$ cat src/rtl/pwm_shadow_pkg.sv
package pwm_shadow_pkg;

   typedef enum logic [1:0] {
      SEL_FREQ_LO = 2'd0,
      SEL_FREQ_HI = 2'd1,
      SEL_AMP     = 2'd2,
      SEL_COMMIT  = 2'd3
   } shadow_sel_e;

   localparam int unsigned STAGE_COUNT = 3;

endpackage

$ cat src/rtl/shadow_wr_decode.sv
module shadow_wr_decode
   import pwm_shadow_pkg::*;
#(
   parameter int N_STAGE = STAGE_COUNT
) (
   input  logic               clk,
   input  logic               rst_n,
   input  logic               wr_en,
   input  logic [1:0]         wr_addr,
   output logic [N_STAGE-1:0] stage_we,
   output logic               commit
);

   for (genvar i = 0; i < N_STAGE; i++) begin : g_we
      assign stage_we[i] = wr_en && (wr_addr == 2'(i));
   end

   assign commit = wr_en && (shadow_sel_e'(wr_addr) == SEL_COMMIT);

   // no strobe, no enable of any kind
   assert_idle_quiet_R9: assert property (@(posedge clk) disable iff (!rst_n)
      !wr_en |-> ({stage_we, commit} == '0));

   // a commit never coincides with a staging write
   assert_commit_exclusive_R3: assert property (@(posedge clk) disable iff (!rst_n)
      $onehot0({stage_we, commit}));

endmodule

$ cat src/rtl/shadow_stage_bank.sv
module shadow_stage_bank #(
   parameter int DATA_W  = 8,
   parameter int N_STAGE = 3,
   localparam int FLAT_W = DATA_W * N_STAGE
) (
   input  logic               clk,
   input  logic               rst_n,
   input  logic [N_STAGE-1:0] stage_we,
   input  logic [DATA_W-1:0]  wr_data,
   output logic [FLAT_W-1:0]  stage_q
);

   for (genvar i = 0; i < N_STAGE; i++) begin : g_stage
      logic [DATA_W-1:0] q;

      always_ff @(posedge clk or negedge rst_n) begin
         if (!rst_n)           q <= '0;
         else if (stage_we[i]) q <= wr_data;
      end

      assign stage_q[i*DATA_W +: DATA_W] = q;

      // an unaddressed staging byte keeps its value
      assert_stage_hold_R8: assert property (@(posedge clk) disable iff (!rst_n)
         !stage_we[i] |=> $stable(stage_q[i*DATA_W +: DATA_W]));
   end

endmodule

$ cat src/rtl/shadow_active_reg.sv
module shadow_active_reg #(
   parameter int WIDTH = 24
) (
   input  logic             clk,
   input  logic             rst_n,
   input  logic             commit,
   input  logic [WIDTH-1:0] stage_flat,
   output logic [WIDTH-1:0] active_q
);

   always_ff @(posedge clk or negedge rst_n) begin
      if (!rst_n)      active_q <= '0;
      else if (commit) active_q <= stage_flat;
   end

   // after a commit the active word equals the staging bytes sampled at that edge
   assert_commit_copy_R3: assert property (@(posedge clk) disable iff (!rst_n)
      commit |=> (active_q == $past(stage_flat)));

   // without a commit the active word holds
   assert_active_hold_R2: assert property (@(posedge clk) disable iff (!rst_n)
      !commit |=> $stable(active_q));

endmodule

$ cat src/rtl/pwm_ctrl_shadow.sv
module pwm_ctrl_shadow
   import pwm_shadow_pkg::*;
#(
   parameter int  DATA_W    = 8,
   parameter int  FREQ_HI_W = 4,
   localparam int FREQ_W    = DATA_W + FREQ_HI_W,
   localparam int AMP_X_W   = DATA_W + 1
) (
   input  logic               clk,
   input  logic               rst_n,
   input  logic               wr_en,
   input  logic [1:0]         wr_addr,
   input  logic [DATA_W-1:0]  wr_data,
   output logic [FREQ_W-1:0]  freq_sel,
   output logic [DATA_W-1:0]  amp_word,
   output logic [AMP_X_W-1:0] amp_ext,
   output logic               over_mod,
   output logic               out_enable,
   output logic               dir_reverse
);

   localparam int N_STAGE = STAGE_COUNT;
   localparam int ACT_W   = N_STAGE * DATA_W;
   localparam int BIT_EN  = DATA_W - 3;
   localparam int BIT_OM  = DATA_W - 2;
   localparam int BIT_REV = DATA_W - 1;

   if (FREQ_HI_W < 1 || DATA_W < FREQ_HI_W + 4) begin : g_bad_cfg
      $error("pwm_ctrl_shadow: stage1 cannot hold FREQ_HI_W bits plus four flags");
   end

   logic [N_STAGE-1:0] stage_we;
   logic               commit;
   logic [ACT_W-1:0]   stage_flat;
   logic [ACT_W-1:0]   active_q;
   logic [DATA_W-1:0]  act_lo, act_hi, act_amp;

   shadow_wr_decode #(.N_STAGE(N_STAGE)) u_dec (
      .clk(clk), .rst_n(rst_n), .wr_en(wr_en), .wr_addr(wr_addr),
      .stage_we(stage_we), .commit(commit)
   );

   shadow_stage_bank #(.DATA_W(DATA_W), .N_STAGE(N_STAGE)) u_stage (
      .clk(clk), .rst_n(rst_n), .stage_we(stage_we), .wr_data(wr_data),
      .stage_q(stage_flat)
   );

   shadow_active_reg #(.WIDTH(ACT_W)) u_act (
      .clk(clk), .rst_n(rst_n), .commit(commit), .stage_flat(stage_flat),
      .active_q(active_q)
   );

   assign act_lo  = active_q[0*DATA_W +: DATA_W];
   assign act_hi  = active_q[1*DATA_W +: DATA_W];
   assign act_amp = active_q[2*DATA_W +: DATA_W];

   assign freq_sel    = {act_hi[FREQ_HI_W-1:0], act_lo};
   assign amp_word    = act_amp;
   assign over_mod    = act_hi[BIT_OM];
   assign out_enable  = act_hi[BIT_EN];
   assign dir_reverse = act_hi[BIT_REV];
   assign amp_ext     = {act_hi[BIT_OM], act_amp};

   // a staging write leaves every generator field unchanged
   assert_stage_no_effect_R2: assert property (@(posedge clk) disable iff (!rst_n)
      (wr_en && shadow_sel_e'(wr_addr) != SEL_COMMIT) |=>
         $stable({freq_sel, amp_word, amp_ext, over_mod, out_enable, dir_reverse}));

   // an idle cycle leaves every generator field unchanged
   assert_idle_no_effect_R9: assert property (@(posedge clk) disable iff (!rst_n)
      !wr_en |=> $stable({freq_sel, amp_ext, out_enable, dir_reverse}));

endmodule

$ cat config.mk
export PLATFORM = sky130hd
export DESIGN_NAME = pwm_ctrl_shadow
export DESIGN_NICKNAME = d
export VERILOG_FILES = /design/src/rtl/pwm_shadow_pkg.sv /design/src/rtl/shadow_wr_decode.sv /design/src/rtl/shadow_stage_bank.sv /design/src/rtl/shadow_active_reg.sv /design/src/rtl/pwm_ctrl_shadow.sv
export SDC_FILE = /design/constraint.sdc
export NUM_CORES = 1
export LEC_CHECK = 0
export ABC_AREA = 0
export BUFFER_PORTS_ARGS = -buffer_cell sky130_fd_sc_hd__buf_2
export CORE_ASPECT_RATIO = 0.9
export CORE_UTILIZATION = 58
export CTS_CLUSTER_SIZE = 40
export DETAILED_ROUTE_END_ITERATION = 16
export GPL_TIMING_DRIVEN = 0
export PLACE_DENSITY = 0.94
export SETUP_SLACK_MARGIN = 0.1
export SYNTH_ARGS = -nofsm -noshare
export SYNTH_HDL_FRONTEND = slang
export SYNTH_HIERARCHICAL = 1
export SYNTH_SLANG_ARGS = --single-unit
$ cat constraint.sdc
create_clock -name clk -period 1.75 [get_ports clk]
set_input_delay 0.0875 -clock clk [delete_from_list [all_inputs] [get_ports clk]]
set_output_delay 0.0875 -clock clk [all_outputs]
set_load 0.05 [all_outputs]
==> qor.log, run 1 <==
INFO  clock_tree     numCtsBuffers=5
INFO  routing        route.detailed.wl_per_inst=16.77um
INFO  timing         slew_headroom=36.12%
INFO  placement      gp_congestion=0.7028
INFO  critical_path  critical_path_class=register to primary output
INFO  floorplan      rows=19
INFO  routing        postRouteWirelength=3454um
INFO  layout         utilization=75.06%
INFO  layout         post_route_cells_drive_above_1_share=69.51%
INFO  pwr            leakage=1.202nW
INFO  status         status=completed
INFO  pwr            powerDensity=1608nW/um^2
INFO  clock_tree     clock_tree.root_cell=sky130_fd_sc_hd__clkbuf_8
INFO  critical_path  startpoint_type=register
INFO  floorplan      fp.dieW=64.16um
INFO  routing        route.detailed.drc=0
INFO  grt            grt_overflow_total=0
INFO  timing         period_utilization_post_route=65.46%
INFO  timing         fmaxAchievable=873.0MHz
INFO  synth          ys.warnings.count=6
INFO  routing        route.antenna.remaining_nets=0
INFO  critical_path  arrival=1.06ns
INFO  floorplan      chipHeight=57.95um
INFO  floorplan      core_region_area=3186squm
INFO  pwr            vdd_drop_max=0.8684mV
INFO  layout         design.final.nets=176
INFO  placement      buffers_added_on_ports=44
INFO  clock_tree     insertion_delay=0.30ns
INFO  layout         fillCellCount=208
INFO  synth          synth.avg_cell_area=18.17squm
INFO  min_path       hold_class=input pin to register
INFO  grt            all_layer_global_routing_usage=22.02%
INFO  placement      preCtsSetupSlack=0.6263ns
INFO  flow_run       drv_cap=0
INFO  clock_tree     ctsLongestPathBuffers=2
INFO  floorplan      boundaryPins=45
INFO  timing         final.min_clock_period=1.145ns
INFO  grt            maximum_number_of_pins_on_one_net_before_global_route_repair=47
INFO  critical_path  critical_path.endpoint_type=primary output
INFO  routing        first_pass_iters=3
INFO  timing         worst_pin_slew=0.9582ns
INFO  timing         setup_viol=0
INFO  timing         timing_hold_violations_final=0
INFO  synth          synth_cells=111
INFO  critical_path  cp_required=1.66ns
INFO  synth          synth_net_count=124
INFO  critical_path  cp_max_fo=3
INFO  layout         syn_to_final_growth=18.55%
INFO  layout         diodes=0
INFO  floorplan      design.die.area=3718squm
INFO  clock_tree     depth_of_the_cts_h_tree=2
INFO  grt            first_pass_grt_wire_length=5761um
INFO  clock_tree     cts.reportedPaths.clkPinSlew=0.08ns
INFO  routing        detail_route.iter0.violations=47
INFO  synth          post_synth_instance_area=2017squm
INFO  placement      place.detailed.hpwl=2349um
INFO  routing        dr_total_vias=1,052
INFO  clock_tree     tritoncts_clock_tree=done
INFO  grt            first_global_vias=1,136
INFO  timing         setup_tns=0ns
INFO  critical_path  ff2ff_setup_slack=0.95ns
INFO  timing         rsz0062_at_grt=false
INFO  timing         pnr_worst_setup_slack=0.6045ns
INFO  clock_tree     cts.sinks=46
INFO  floorplan      floorplan.initialDensity=63.31%
INFO  timing         drv_slew=0
INFO  grt            antenna_found_initial=0
INFO  timing         finClkSkew=0.002936ns
INFO  routing        detail_route.vias_per_cell=5.107
-- worst max-delay path: stages, from the launching register on --
cell and delay [ns]:
sky130_fd_sc_hd__dfrtp_1 0.39, sky130_fd_sc_hd__buf_4 0.12, sky130_fd_sc_hd__buf_2 0.25
-- cells in the final DEF (no fill, tap or decap), types with 2 or more instances in the layout --
master                      n
sky130_fd_sc_hd__buf_12     2
sky130_fd_sc_hd__buf_6      4
sky130_fd_sc_hd__dfrtp_1   46
sky130_fd_sc_hd__mux2_2     4
sky130_fd_sc_hd__clkbuf_8   6
sky130_fd_sc_hd__buf_4      9
sky130_fd_sc_hd__and3b_1    2
sky130_fd_sc_hd__mux2_4    42
sky130_fd_sc_hd__buf_2     44
-- layout make-up --
cell class                      instances  area (sq um)  share of cell area [%]
Sequential cell                        46          1151                   48.14
Multi-Input combinational cell         50         713.2                   29.83
Timing Repair Buffer                   45         230.2                   9.628
Buffer                                 15         152.6                   6.384
Clock buffer                            7         86.33                   3.611
Tap cell                               42         52.55                   2.198
Clock inverter                          1         5.005                  0.2093
-- sequential cells by signal, indices dropped and copies added, names as in the netlist --
| name | count |
|---|---|
| u_stage/g_stage.q | 23 |
| u_act/active_q | 23 |
-- metal layers --
| metal | routed length, um | track usage, % |
|---|---|---|
| met4 | 43 | 9.524 |
| met3 | 206 | 8.268 |
| met5 | 0 | 0 |
| met1 | 1576 | 28.04 |
| met2 | 1627 | 34.19 |
-- repair_timing --
| item | CTS | global route |
|---|---|---|
| hold buffers | 1 | 0 |
| gates resized for setup | 0 | 0 |
| buffers inserted | 0 | 0 |
| endpoints found under the hold margin | 46 | 0 |
-- per-stage QoR --
| stage | instances | hold slack (ns) | total power [mW] | cell area [sq um] |
|---|---|---|---|---|
| floorplan | 111 | -0.2081 | 2.847 | 2017 |
| global placement | 197 | 0.2786 | 3.163 | 2290 |
| detailed placement | 197 | 0.3028 | 3.213 | 2290 |
| CTS | 206 | 0.03437 | 3.872 | 2391 |
| global route | 206 | 0.03587 | 4.003 | 2391 |
| finish | 206 | 0.04142 | 3.844 | 2391 |
-- report_power, final --
part | switching, mW | internal, mW
sequential | 0.174 | 1.33
combinational | 1.08 | 0.601
clock | 0.336 | 0.319
-- path summary, 6_finish.rpt --
path                                          from                 endpoint  cells past startpoint
worst max-delay path            u_act/active_q[20]              amp_word[4]                      2
worst min-delay path                    wr_data[4]  u_stage/g_stage[0].q[4]                      2
worst max register to register  u_act/active_q[19]       u_act/active_q[19]                      1
worst min register to register  u_act/active_q[11]       u_act/active_q[11]                      1
max in group asynchronous                    rst_n  u_stage/g_stage[1].q[1]                      2
min in group asynchronous                    rst_n       u_act/active_q[10]                      2
Note: power is estimated with default switching activity, not from simulation.
==> run 2: changes to the inputs <==
Settings changed: ABC_AREA 0 to 1, CORE_UTILIZATION 58 to 48, PLACE_DENSITY 0.94 to 0.85.
Clock period 1.75 ns to 0.93 ns, I/O delays scaled along.
==> qor.log, run 2 <==
INFO  critical_path  regToRegEndpoint=u_act/active_q[10]
INFO  layout         design.final.nets=299
INFO  placement      buffers_added_on_ports=44
INFO  placement      gp_congestion=0.7829
INFO  routing        detail_route.vias_per_cell=4.820
INFO  status         status=finished, violations left
INFO  floorplan      floorplan.initialDensity=50.98%
INFO  timing         rsz0062_at_grt=true
INFO  pwr            report.power.total=6.685mW
INFO  synth          synth.avg_cell_area=8.993squm
INFO  clock_tree     cts.sinks=46
INFO  grt            maximum_number_of_pins_on_one_net_before_global_route_repair=47
INFO  timing         pnr_worst_setup_slack=-0.1215ns
INFO  critical_path  path_depth_of_the_worst_reg2reg_path=4
INFO  layout         total_area_of_multi_input_combinational_cells=565.5squm
INFO  routing        detail_route.iter0.violations=100
INFO  layout         diodes=0
INFO  routing        route.detailed.drc=0
INFO  critical_path  startpoint_type=register
INFO  critical_path  ff2ff_setup_slack=0.07ns
INFO  routing        first_pass_iters=4
INFO  clock_tree     tritoncts_clock_tree=done
INFO  placement      place.detailed.hpwl=2493um
INFO  pwr            leakage=1.498nW
INFO  clock_tree     ctsLongestPathBuffers=2
INFO  layout         post_route_cells_drive_above_1_share=41.46%
INFO  synth          synth_cells=213
INFO  timing         final.min_clock_period=1.052ns
INFO  routing        route.detailed.wl_per_inst=14.05um
INFO  clock_tree     depth_of_the_cts_h_tree=2
INFO  layout         syn_to_final_growth=45.59%
INFO  clock_tree     holdBufCountCts=8
INFO  grt            first_global_vias=1,470
INFO  synth          post_synth_instance_area=1916squm
INFO  layout         layout.cells.most_common=sky130_fd_sc_hd__nand2_1
INFO  layout         biggestRegsByFlops=u_act/active_q (23), u_stage/g_stage.q (23)
INFO  timing         worst_pin_slew=1.003ns
INFO  flow_run       drv_cap=0
INFO  floorplan      fp.dieW=68.59um
INFO  critical_path  crit-reg2reg-launch=u_act/active_q[10]
INFO  layout         fillCellCount=237
INFO  routing        route.antenna.remaining_nets=0
INFO  timing         period_utilization_post_route=113.1%
INFO  grt            first_pass_grt_wire_length=6527um
INFO  timing         hold_slack=-0.08681ns
INFO  timing         timing_hold_violations_final=46
INFO  layout         utilization=74.23%
INFO  pwr            powerDensity=2397nW/um^2
INFO  grt            grt_overflow_total=0
INFO  grt            antenna_found_initial=0
INFO  pwr            vdd_drop_max=1.281mV
INFO  synth          ys.warnings.count=6
INFO  timing         drv_slew=0
INFO  clock_tree     numCtsBuffers=5
INFO  timing         finClkSkew=0.002488ns
INFO  critical_path  critical_path.endpoint_type=primary output
INFO  critical_path  cp_max_fo=3
INFO  floorplan      chipHeight=61.93um
INFO  routing        postRouteWirelength=4679um
INFO  status         failed_checks=negative hold slack, negative setup slack
INFO  critical_path  cp_required=0.88ns
INFO  clock_tree     cts.reportedPaths.clkPinSlew=0.08ns
INFO  timing         slew_headroom=33.16%
INFO  timing         fmaxAchievable=951.0MHz
INFO  clock_tree     insertion_delay=0.30ns
INFO  synth          synth_net_count=226
INFO  critical_path  arrival=1.01ns
INFO  floorplan      rows=21
INFO  timing         setup_viol=20
INFO  clock_tree     clock_tree.root_cell=sky130_fd_sc_hd__clkbuf_8
INFO  floorplan      boundaryPins=45
INFO  floorplan      design.die.area=4248squm
INFO  grt            all_layer_global_routing_usage=22.45%
INFO  routing        dr_total_vias=1,605
INFO  layout         mostFrequentLayoutCells=sky130_fd_sc_hd__nand2_1, sky130_fd_sc_hd__buf_6, sky130_fd_sc_hd__dfrtp_2, sky130_fd_sc_hd__dfrtp_1, sky130_fd_sc_hd__buf_8
INFO  min_path       hold_class=input pin to asynchronous set/reset pin
INFO  critical_path  critical_path_class=register to primary output
INFO  floorplan      core_region_area=3757squm
INFO  layout         ff_latch_area=1180squm
==> run 2: what timing repair did <==
action,CTS,global route
cloned,0,0
endpoints found under the setup margin,32,32
resized for setup,81,8
pin swaps,0,0
hold endpoints to repair,67,46
setup buffers,11,3
==> run 2: routing by layer <==
metal | GRT usage (%) | vias to the layer above | wire (um)
li1 | - | 769 | -
met1 | 24.91 | 780 | 1873
met2 | 39.64 | 46 | 2531
met3 | 6.752 | 10 | 157
met4 | 10.71 | 0 | 117
met5 | 0 | - | 0
==> run 2: stage by stage <==
stage / area (sq um) / std cells / setup TNS (ns) / hold WS [ns] / setup WS (ns)
detailed placement: 2222 / 303 / -1.363 / 0.2659 / -0.06116
global placement: 2222 / 303 / -0.9007 / 0.2575 / -0.04141
CTS: 2741 / 330 / -1.369 / -0.06248 / -0.1097
finish: 2789 / 333 / -1.177 / -0.08681 / -0.1215
global route: 2789 / 333 / -2.027 / -0.02694 / -0.1539
floorplan: 1944 / 213 / 0 / -0.2491 / 0.1284
==> run 2: power by group <==
part	switching [mW]	leakage (nW)	total, mW	internal, mW
Combinational	1.58	0.897	2.74	1.16
Clock	0.653	0.0482	1.25	0.600
Sequential	0.295	0.553	2.69	2.40
==> run 2: worst max-delay path by stage <==
| stage | slack [ns] | to | cells after the start | from |
|---|---|---|---|---|
| after global placement | -0.04 | u_act/active_q[3] | 1 | rst_n |
| final | -0.12 | amp_word[1] | 2 | u_act/active_q[17] |
| after global routing | -0.15 | amp_word[1] | 2 | u_act/active_q[17] |
| after floorplan | 0.13 | amp_word[0] | 1 | u_act/active_q[16] |
| after CTS | -0.11 | amp_word[4] | 2 | u_act/active_q[20] |
| after detailed placement | -0.06 | u_act/active_q[2] | 1 | rst_n |
==> run 2: worst max-delay path, cell delays in order (launching register included) <==
cell and delay, ns:
sky130_fd_sc_hd__dfrtp_2 0.44, sky130_fd_sc_hd__buf_6 0.13, sky130_fd_sc_hd__buf_8 0.14
==> run 2: final cells by class <==
cell class,instances,area share (%)
clock inverter,1,0.1795
clock buffer,7,3.096
tap,46,2.064
sequential,46,42.31
timing repair buffer,66,23.73
inverter,6,1.077
buffer,17,7.268
multi-input combinational,144,20.28
==> run 3: changes to the inputs <==
Settings changed: BUFFER_PORTS_ARGS -buffer_cell sky130_fd_sc_hd__buf_2 to -buffer_cell sky130_fd_sc_hd__buf_4, CAP_MARGIN from default to 20.
==> qor.log, run 3 (same netlist as run 2, synthesis figures left out) <==
INFO  status         status=finished, violations left
INFO  status         failed_checks=negative setup slack
INFO  routing        postRouteWirelength=4176um
INFO  placement      dpl-instance-area=2332squm
INFO  floorplan      floorplan.initialDensity=50.98%
INFO  timing         worst_pin_slew=0.4118ns
INFO  floorplan      core_region_area=3757squm
INFO  placement      buffers_added_on_ports=44
INFO  critical_path  arrival=1.00ns
INFO  timing         setup_viol=18
INFO  routing        dr_total_vias=1,590
INFO  routing        first_pass_iters=4
INFO  layout         syn_to_final_growth=48.99%
INFO  layout         post_route_cells_drive_above_1_share=41.52%
INFO  critical_path  cp_required=0.88ns
INFO  critical_path  crit_path_max_incr_delay=0.44ns
INFO  clock_tree     cts.sinks=46
INFO  routing        met2RoutedLength=2201um
INFO  floorplan      rows=21
INFO  timing         final.min_clock_period=1.050ns
INFO  timing         finClkSkew=0.003730ns
INFO  clock_tree     depth_of_the_cts_h_tree=2
INFO  pwr            leakage=1.522nW
INFO  floorplan      fp.dieW=68.59um
INFO  critical_path  crit-reg2reg-launch=u_act/active_q[3]
INFO  critical_path  critical_path_class=register to primary output
INFO  timing         pnr_worst_setup_slack=-0.1198ns
INFO  placement      place.detailed.hpwl=2538um
INFO  routing        detail_route.vias_per_cell=4.746
INFO  timing         rsz0062_at_grt=true
INFO  timing         slew_headroom=72.54%
INFO  pwr            powerDensity=2321nW/um^2
INFO  clock_tree     numCtsBuffers=5
INFO  critical_path  setup.worst_path.start=u_act/active_q[18]
INFO  clock_tree     ctsLongestPathBuffers=2
INFO  layout         diodes=0
INFO  min_path       min_delay_path_depth=5
INFO  routing        detail_route.iter0.violations=82
INFO  clock_tree     clock_tree.root_cell=sky130_fd_sc_hd__clkbuf_8
INFO  timing         hold_slack=0.1428ns
INFO  layout         fillCellCount=248
INFO  grt            grt_overflow_total=0
INFO  flow_run       drv_cap=0
INFO  clock_tree     cts.reportedPaths.clkPinSlew=0.08ns
INFO  grt            antenna_found_initial=0
INFO  routing        route.detailed.drc=0
INFO  critical_path  critical_path.endpoint_type=primary output
INFO  min_path       timing.hold.worst_endpoint=u_stage/g_stage[0].q[4]
INFO  layout         design.final.nets=301
INFO  grt            maximum_number_of_pins_on_one_net_before_global_route_repair=47
INFO  grt            first_global_vias=1,509
INFO  critical_path  path_depth_of_the_worst_reg2reg_path=4
INFO  critical_path  startpoint_type=register
INFO  timing         fmaxAchievable=952.5MHz
INFO  timing         drv_slew=0
INFO  critical_path  regToRegEndpoint=u_act/active_q[3]
INFO  routing        route.met3.wl=198um
INFO  layout         post-route-cell-area=2854squm
INFO  routing        route.antenna.remaining_nets=0
INFO  floorplan      design.die.area=4248squm
INFO  placement      gp_congestion=0.7551
INFO  floorplan      chipHeight=61.93um
INFO  layout         mostFrequentLayoutCells=sky130_fd_sc_hd__nand2_1, sky130_fd_sc_hd__buf_6, sky130_fd_sc_hd__buf_4
INFO  routing        highest_layer=met4
INFO  routing        route.detailed.wl_per_inst=12.47um
INFO  layout         biggestRegsByFlops=u_act/active_q (23), u_stage/g_stage.q (23)
INFO  critical_path  crit_chain=buf_6, buf_8
INFO  critical_path  cpMaxStageDelayCell=sky130_fd_sc_hd__dfrtp_2
INFO  pwr            vdd_drop_max=1.223mV
INFO  grt            all_layer_global_routing_usage=22.52%
INFO  grt            first_pass_grt_wire_length=6658um
INFO  min_path       worstHoldStart=wr_addr[1]
INFO  critical_path  cp_max_fo=3
INFO  floorplan      boundaryPins=45
INFO  critical_path  ff2ff_setup_slack=0.03ns
INFO  routing        wirelength_met1=1712um
INFO  min_path       hold_class=input pin to register
INFO  layout         layout.cells.most_common=sky130_fd_sc_hd__nand2_1
INFO  clock_tree     insertion_delay=0.30ns
INFO  timing         timing_hold_violations_final=0
INFO  timing         period_utilization_post_route=112.9%
INFO  clock_tree     tritoncts_clock_tree=done
## run 3: worst max-delay path by stage
stage,to
2_1_floorplan,amp_word[0]
4_1_cts,amp_word[2]
5_1_grt,amp_word[5]
3_5_place_dp,u_act/active_q[8]
3_3_place_gp,u_act/active_q[3]
6_report,amp_word[2]
## run 3: through the flow
stage | cells | setup TNS, ns | power, mW | utilization [%] | setup WS [ns]
2_1_floorplan | 213 | 0 | 4.129 | - | 0.1284
3_3_place_gp | 303 | 0 | 4.738 | 62.07 | 0.04995
3_5_place_dp | 303 | 0 | 4.786 | 62.07 | 0.02494
4_1_cts | 331 | -1.177 | 6.570 | 74.96 | -0.1179
5_1_grt | 335 | -1.851 | 6.952 | 75.96 | -0.1502
6_report | 335 | -1.051 | 6.625 | 75.96 | -0.1198
## run 3: timing repair
| action | CTS | global route |
|---|---|---|
| setup buffers | 11 | 4 |
| hold buffers | 9 | 0 |
| hold endpoints to repair | 69 | 0 |
| setup endpoints to repair | 32 | 37 |
| gates resized for setup | 61 | 2 |
## run 3: routing by layer
metal / global-route usage (%) / vias up
met5: 0 / -
met4: 8.929 / 0
met3: 6.204 / 4
met2: 39.50 / 48
met1: 26.35 / 764
li1: - / 774
## run 3: where the power goes
part | internal (mW) | switching, mW
clock | 0.521 | 0.639
sequential | 2.40 | 0.293
combinational | 1.23 | 1.55
## run 3: layout make-up
cell class / count / area, sq um / area share (%)
sequential: 46 / 1180 / 41.34
timing repair buffer: 68 / 735.7 / 25.78
multi-input combinational: 144 / 565.5 / 19.82
buffer: 17 / 202.7 / 7.102
clock buffer: 6 / 72.57 / 2.543
tap: 46 / 57.56 / 2.017
inverter: 6 / 30.03 / 1.052
clock inverter: 2 / 10.01 / 0.3507
## run 3: worst max-delay path: cells and delay by family, from the launching register on
kind     cells  cell delay (ns)
flops        1             0.44
buf+inv      2             0.27
